--- config.mk ---
export PLATFORM = sky130hd
export DESIGN_NAME = packed_simd_alu
export DESIGN_NICKNAME = d
export VERILOG_FILES = /design/src/rtl/simd_pkg.sv /design/src/rtl/simd_lane.sv /design/src/rtl/simd_out_reg.sv /design/src/rtl/packed_simd_alu.sv
export SDC_FILE = /design/constraint.sdc
export NUM_CORES = 1
export LEC_CHECK = 0
export CORE_MARGIN = 2
export CORE_UTILIZATION = 38
export CTS_BUF_LIST = sky130_fd_sc_hd__clkbuf_2 sky130_fd_sc_hd__clkbuf_4 sky130_fd_sc_hd__clkbuf_8
export DETAILED_ROUTE_END_ITERATION = 6
export DONT_BUFFER_PORTS = 1
export PLACE_DENSITY = 0.55
export SYNTH_ARGS = -nofsm -noshare
export SYNTH_HDL_FRONTEND = slang
export SYNTH_HIERARCHICAL = 1
export SYNTH_SLANG_ARGS = --single-unit
export TNS_END_PERCENT = 5
--- constraint.sdc ---
create_clock -name clk -period 11.3 [get_ports clk]
set_input_delay 2.26 -clock clk [delete_from_list [all_inputs] [get_ports clk]]
set_output_delay 2.26 -clock clk [all_outputs]
set_load 0.05 [all_outputs]
--- src/rtl/simd_pkg.sv ---
package simd_pkg;
  typedef enum logic [2:0] {
    OP_ADD  = 3'b000,
    OP_SUB  = 3'b001,
    OP_SHLA = 3'b010,
    OP_SHRA = 3'b011,
    OP_AVG  = 3'b100
  } simd_op_e;
endpackage

--- src/rtl/simd_lane.sv ---
module simd_lane #(
  parameter int LANE_W = 16,
  parameter int SH_W   = 2
) (
  input  logic [2:0]        op,
  input  logic [LANE_W-1:0] a,
  input  logic [LANE_W-1:0] b,
  input  logic [SH_W-1:0]   shamt,
  output logic [LANE_W-1:0] res,
  output logic              ovf
);
  import simd_pkg::*;
  localparam int MSB = LANE_W - 1;

  logic [LANE_W-1:0] sum_w, dif_w, shl_w, shr_w, avg_w;

  assign sum_w = a + b;
  assign dif_w = a - b;
  assign shl_w = (a << shamt) + b;
  assign shr_w = LANE_W'($signed(a) >>> shamt) + b;
  assign avg_w = LANE_W'(({1'b0, a} + {1'b0, b} + (LANE_W+1)'(1)) >> 1);

  always_comb begin
    res = '0;
    ovf = 1'b0;
    case (simd_op_e'(op))
      OP_ADD: begin
        res = sum_w;
        ovf = (a[MSB] == b[MSB]) && (sum_w[MSB] != a[MSB]);
      end
      OP_SUB: begin
        res = dif_w;
        ovf = (a[MSB] != b[MSB]) && (dif_w[MSB] != a[MSB]);
      end
      OP_SHLA: res = shl_w;
      OP_SHRA: res = shr_w;
      OP_AVG:  res = avg_w;
      default: res = '0;
    endcase
  end
endmodule

--- src/rtl/simd_out_reg.sv ---
module simd_out_reg #(
  parameter int WORD_W = 32,
  parameter int LANES  = 2
) (
  input  logic              clk,
  input  logic              rst,
  input  logic              load,
  input  logic [WORD_W-1:0] d_res,
  input  logic [LANES-1:0]  d_ovf,
  output logic              q_vld,
  output logic [WORD_W-1:0] q_res,
  output logic [LANES-1:0]  q_ovf
);
  always_ff @(posedge clk) begin
    if (rst) begin
      q_vld <= 1'b0;
      q_res <= '0;
      q_ovf <= '0;
    end else begin
      q_vld <= load;
      if (load) begin
        q_res <= d_res;
        q_ovf <= d_ovf;
      end
    end
  end
endmodule

--- src/rtl/packed_simd_alu.sv ---
module packed_simd_alu #(
  parameter int WORD_W = 32,
  parameter int LANE_W = 16,
  parameter int SH_W   = 2,
  localparam int LANES = WORD_W / LANE_W
) (
  input  logic              clk,
  input  logic              rst,
  input  logic              in_valid,
  input  logic [2:0]        op,
  input  logic [WORD_W-1:0] opa,
  input  logic [WORD_W-1:0] opb,
  input  logic [SH_W-1:0]   shamt,
  output logic              out_valid,
  output logic [WORD_W-1:0] result,
  output logic [LANES-1:0]  ovf
);
  logic [WORD_W-1:0] nxt_res;
  logic [LANES-1:0]  nxt_ovf;

  for (genvar i = 0; i < LANES; i++) begin : g_lane
    simd_lane #(.LANE_W(LANE_W), .SH_W(SH_W)) u_lane (
      .op    (op),
      .a     (opa[i*LANE_W +: LANE_W]),
      .b     (opb[i*LANE_W +: LANE_W]),
      .shamt (shamt),
      .res   (nxt_res[i*LANE_W +: LANE_W]),
      .ovf   (nxt_ovf[i])
    );
  end

  simd_out_reg #(.WORD_W(WORD_W), .LANES(LANES)) u_oreg (
    .clk   (clk),
    .rst   (rst),
    .load  (in_valid),
    .d_res (nxt_res),
    .d_ovf (nxt_ovf),
    .q_vld (out_valid),
    .q_res (result),
    .q_ovf (ovf)
  );
endmodule

* Yosys cells after proc, flatten, opt, wreduce, memory -nomap -nowiden
Index checks and enable logic that the tools add are counted.
** Operators by class
- Add/subtract/negate cells :: 12
- Multipliers :: 0
- Div/mod/pow operators :: 0
- $lt $le $gt $ge :: 0
- Equal/unequal tests :: 12
- Shift-type cells :: 4
- Muxes and demuxes :: 4
- Bitwise operators :: 0
- Reduce and logical (&&, ||, !) cells :: 5
** Operator list (count)
- one-hot mux 16 bit (5 select lines) :: 2
- adder 16 bit :: 6
- adder 16 x 16 -> 17 bit :: 2
- adder 17 x 1 -> 17 bit (second input constant) :: 2
- left shift 16 x 2 -> 16 bit :: 2
- >>> shifter 16 x 2 -> 16 bit :: 2
- subtractor 16 bit :: 2
- equality test 3 x 2 -> 1 bit (second input constant) :: 2
- inequality test 1 bit :: 6
- logical AND 1 bit :: 4
- one-hot mux 1 bit (2 select lines) :: 2
- equality test 3 x 1 -> 1 bit (second input constant) :: 1
- equality test 3 bit (second input constant) :: 1
- logical NOT 3 bit :: 1
- equality test 1 bit :: 2
** Word-level totals
- Register bits after elaboration :: 35
- Latch bits :: 0
- Memory bits (writable) :: 0
- Bits in read-only memories :: 0
- Output and inout port bits :: 35
- Word-level logic and storage cells :: 40
- Memories :: 0

* Longest topological paths before layout
- Depth in word-level cells :: 4
- Mapped depth :: 20
- Depth with buffers taken out :: 17

* Hierarchy
Netlist, hierarchy kept.
** Modules (own cells, without submodules)
- simd_lane at g_lane[1].u_lane :: times used 1, cells each 559, area each 3911.3 um2
- simd_lane at g_lane[0].u_lane :: times used 1, cells each 548, area each 3831.2 um2
- simd_out_reg :: times used 1, cells each 112, area each 1263.7 um2

* Worst setup path after synthesis
Ideal clock, no wire load.
- Path type :: input -> register
- Start point :: input op[1]
- End point :: register u_oreg.q_res[12]
- Arrival time :: 5.511 ns
- Slack :: 5.661 ns
- Cell stages on the path :: 17
- Path buffers :: 3
- Cells stage by stage :: buf_4 nand3b_2 buf_2 clkbuf_1 o22a_1 o21ai_0 ha_1 fa_1 a211o_1 o211ai_2 a211oi_1 a221o_1 a21oi_2 xnor2_1 a211o_1 mux2i_1 nor2_1
** Between the ends
- Cells in the longest elaborated chain, start to end :: 2
** Ends and longest elaborated chain
- from (decl) :: RTL line packed_simd_alu.sv:10 : input logic [2:0] op,
- equality test 3 bit (tied with other cells) :: RTL line simd_lane.sv:26 : case (simd_op_e'(op))
- one-hot mux 16 bit (5 select lines) (*) :: RTL line simd_lane.sv:26
- net nxt_res[12] :: RTL line packed_simd_alu.sv:18 : logic [WORD_W-1:0] nxt_res;
- to (signal assigned) :: RTL line simd_out_reg.sv:22 : q_res <= d_res;
- to (decl) :: RTL line simd_out_reg.sv:11 : output logic [WORD_W-1:0] q_res,
The timed path passes the listed nets; every way through them passes the cells marked *.
A chain may end at the register's enable or synchronous reset.

* Worst setup path after layout
- Start point :: input op[1]
- End point :: register u_oreg.q_res[13]
Same word-level chain as after synthesis.

==> results by group <==
Run status
  • Status: finished, final reports clean

Drt
  • First DRT Iteration DRCs: 882
  • Final ANT Viol Nets: 0
  • DR pass1 iterations: 5
  • Routed WL per cell: 21.7 um
  • Via count: 9036
  • DRC errors left: 0
  • WL final: 32000 um
  • Vias per inst: 6.13

Floorplanning
  • DIE WIDTH: 158 um
  • Core Area: 0.0234 mm2
  • Die area: 0.0249 mm2
  • Starting Density: 38.5%
  • Die Y: 158 um
  • # IOs: 107
  • Rows: 56

Clock network
  • Post-CTS Setup Repair Bufs: 0
  • CTS Root Cell: clkbuf_8
  • CTS buffer count: 5
  • Maximum clock insertion buffer count: 2
  • TritonCTS clock tree: yes
  • Clock slew at reported path FFs: 0.08 ns
  • CTS resizes: 0
  • Hold Buf Count CTS: 0
  • H-tree depth: 2
  • Clk sinks: 35
  • Worst-Skew Late Latency: 0.29 ns

Yosys
  • Avg Inst Size Synth: 7.39 um2
  • Share of the synthesized area in the top cell type: 13.1%
  • Cell taking the most area after synthesis: ha_1
  • Predominant post-synthesis flop cell: dfxtp_1
  • Post-synth EDFFs: 0
  • #FFs+latches synth: 35
  • Synth Net Count: 1393
  • Mapped Cells: 1219
  • Sequential area share after synthesis: 7.78%
  • Yosys Warn Count: 6
  • Largest cells by area after synthesis: ha_1 (13%), dfxtp_1 (7.8%), mux2i_1 (5.6%), mux4_2 (5.5%), nand2_1 (5.1%)
  • Distinct cells, synth: 91
  • Post-synth ARST share: 0%
  • Mapped cell area: 0.00901 mm2

Pwr
  • Worst vdd ir: 0.0000611 V
  • Power per cell area: 86.9 mW/mm2
  • Lkg Pwr: 0.00381 uW

GRT
  • Largest net degree at the start of global routing: 92
  • Antenna violations before repair: 0
  • Vias in the first global route: 8162
  • Gr ovfl total: 0
  • Total GRT Usage: 24.8%
  • First-pass GRT wire length: 48600 um

Timing
  • Final setup margin: 5.05 ns
  • Max-slew headroom: 24.8%
  • Slew Limit Fails: 0
  • Fin crit period: 6.25 ns
  • RSZ-0062 raised after global routing: false
  • Final setup violation count: 0
  • Total negative slack: 0 ns
  • Final period util: 55.3%
  • Slew @ Worst Pin: 1.13 ns
  • Fmax: 160 MHz
  • Post-route clock skew: 0 ns
  • Final hold violation count: 0

Worst setup path
  • Reg-to-reg endpoint: u_oreg/q_res[30]$_SDFFE_PP0P_
  • Crit Path Max Fanout: 20
  • WP data required: 11.49 ns
  • Critical Path AT: 6.44 ns
  • Startpoint type of the worst setup path: input pin
  • Reg2Reg Setup Slack: 10.26 ns
  • Critical path class: in2reg
  • Launch point of the worst reg-to-reg path: u_oreg/q_res[30]$_SDFFE_PP0P_
  • CP Capture Type: flip-flop
  • R2R depth: 2

Min path
  • Worst Hold End: u_oreg/q_ovf[0]$_SDFFE_PP0P_
  • Hold_sp: u_oreg/q_ovf[0]$_SDFFE_PP0P_
  • Min-delay worst type: reg2reg
  • Hold depth: 2

Layout
  • Share of layout cells above drive strength 1: 7.19%
  • Area Growth Syn to Fin: 1.46%
  • Nets: 1327
  • FILL cells: 2501
  • Fin cells: 1473
  • Layout Utilization: 39.0%
  • Antenna diode instance count: 0

Placed design
  • Worst slack at placement: 4.75 ns
  • Placer Congestion: 0.989
  • IO Port Bufs: 0
  • Placed insts: 1465
  • DP HPWL: 25500 um

Job
  • Max-cap violations: 0
## flip-flops by register name (all words and copies together), names as in the netlist
name          cells
u_oreg/q_res     32
u_oreg/q_ovf      2
u_oreg/q_vld      1
## layout make-up
class	instances	area [um2]	share of cell area, %
Clock buffer	5	68.8	0.753
Clock inverter	3	43.8	0.479
Inverter	77	289	3.16
Multi-Input combinational cell	1030	7610	83.2
Sequential cell	35	701	7.67
Tap cell	319	399	4.37
Timing Repair Buffer	4	30.0	0.329
## per-layer routing
layer	share of wire, %	vias to the layer above	track usage, %	wire length (um)
met1	45	4311	34.5	14600
met3	8.0	47	5.47	2550
met2	44	319	39.1	14200
li1	-	4359	-	-
met5	0	-	0	0
met4	2.1	0	5.58	684
## layout by cell type, fill, tap and decap left out, drive strengths merged, types with 5 or more instances in the layout
cell,Yosys,final
nand2,123,123
nor2,105,105
ha,94,94
o21ai,94,94
a21oi,90,90
inv,76,76
xnor2,51,51
mux2i,50,50
nand3,37,37
dfxtp,35,35
mux4,22,22
xor2,22,22
nor2b,20,20
a21o,20,20
nor3,20,20
o211ai,16,16
o21bai,15,15
a211o,15,15
nor4,15,15
o22ai,15,15
o31ai,15,15
a221o,14,14
a221oi,13,13
a211oi,13,13
o21a,12,12
nand2b,12,12
o221ai,12,12
a22oi,11,11
a31oi,10,10
and2,9,9
nand4,8,8
fa,8,8
and4,6,6
or3,6,6
or2,6,6
clkbuf,35,5
## worst max-delay path: stages
cell	delay, ns
nor2b_1	0.11
buf_4	0.22
and2_1	0.68
nor2_1	0.13
a21o_1	0.19
mux4_2	0.46
ha_1	0.39
o211ai_1	0.19
a211oi_1	0.54
or2_2	0.24
nor2_1	0.05
a2111oi_0	0.53
o21ai_1	0.20
mux2i_1	0.17
nor2_1	0.05
## per-stage QoR
step	area, um2	total power, uW	hold WS (ns)
6_report	9140	794	0.762
3_3_place_gp	9020	669	0.746
3_5_place_dp	9020	668	0.753
5_1_grt	9140	849	0.780
2_1_floorplan	9010	572	0.737
4_1_cts	9140	789	0.766
## logic make-up after synthesis
group                    share of synthesized area, %
AO/OA/AOI/OAI                                    30.8
XOR/XNOR                                         7.10
adder cells (fa/ha/maj)                          14.8
buffers and inverters                            7.82
flip-flops                                       7.78
multiplexers                                     11.6
AND/OR/NAND/NOR                                  20.1
## how the worst max path moves through the flow
stage / slack (ns) / start / end
3_5_place_dp: 4.75 / op[1] / u_oreg/q_res[13]$_SDFFE_PP0P_
5_1_grt: 4.84 / op[1] / u_oreg/q_res[13]$_SDFFE_PP0P_
3_3_place_gp: 4.73 / op[1] / u_oreg/q_res[13]$_SDFFE_PP0P_
4_1_cts: 5.06 / op[1] / u_oreg/q_res[13]$_SDFFE_PP0P_
2_1_floorplan: 5.66 / op[1] / u_oreg/q_res[12]$_SDFFE_PP0P_
6_report: 5.05 / op[1] / u_oreg/q_res[13]$_SDFFE_PP0P_
## report_power, final
| group | leakage (uW) | switching [uW] | internal (uW) |
|---|---|---|---|
| Sequential | 0.000287 | 49.5 | 135 |
| Clock | 0.0000581 | 52.1 | 65.8 |
| Combinational | 0.00347 | 290 | 202 |
| Total | 0.00381 | 392 | 402 |
## cell usage after synthesis, drive strengths merged, types with 10 or more instances
library cell / n
nand2: 123
nor2: 105
ha: 94
o21ai: 94
a21oi: 90
inv: 76
xnor2: 51
mux2i: 50
buf: 42
nand3: 37
clkbuf: 35
dfxtp: 35
mux4: 22
xor2: 22
a21o: 20
nor2b: 20
nor3: 20
o211ai: 16
a211o: 15
nor4: 15
o21bai: 15
o22ai: 15
o31ai: 15
a221o: 14
a211oi: 13
a221oi: 13
nand2b: 12
o21a: 12
o221ai: 12
a22oi: 11
a31oi: 10
No activity file was read; power rests on OpenSTA's default activity.
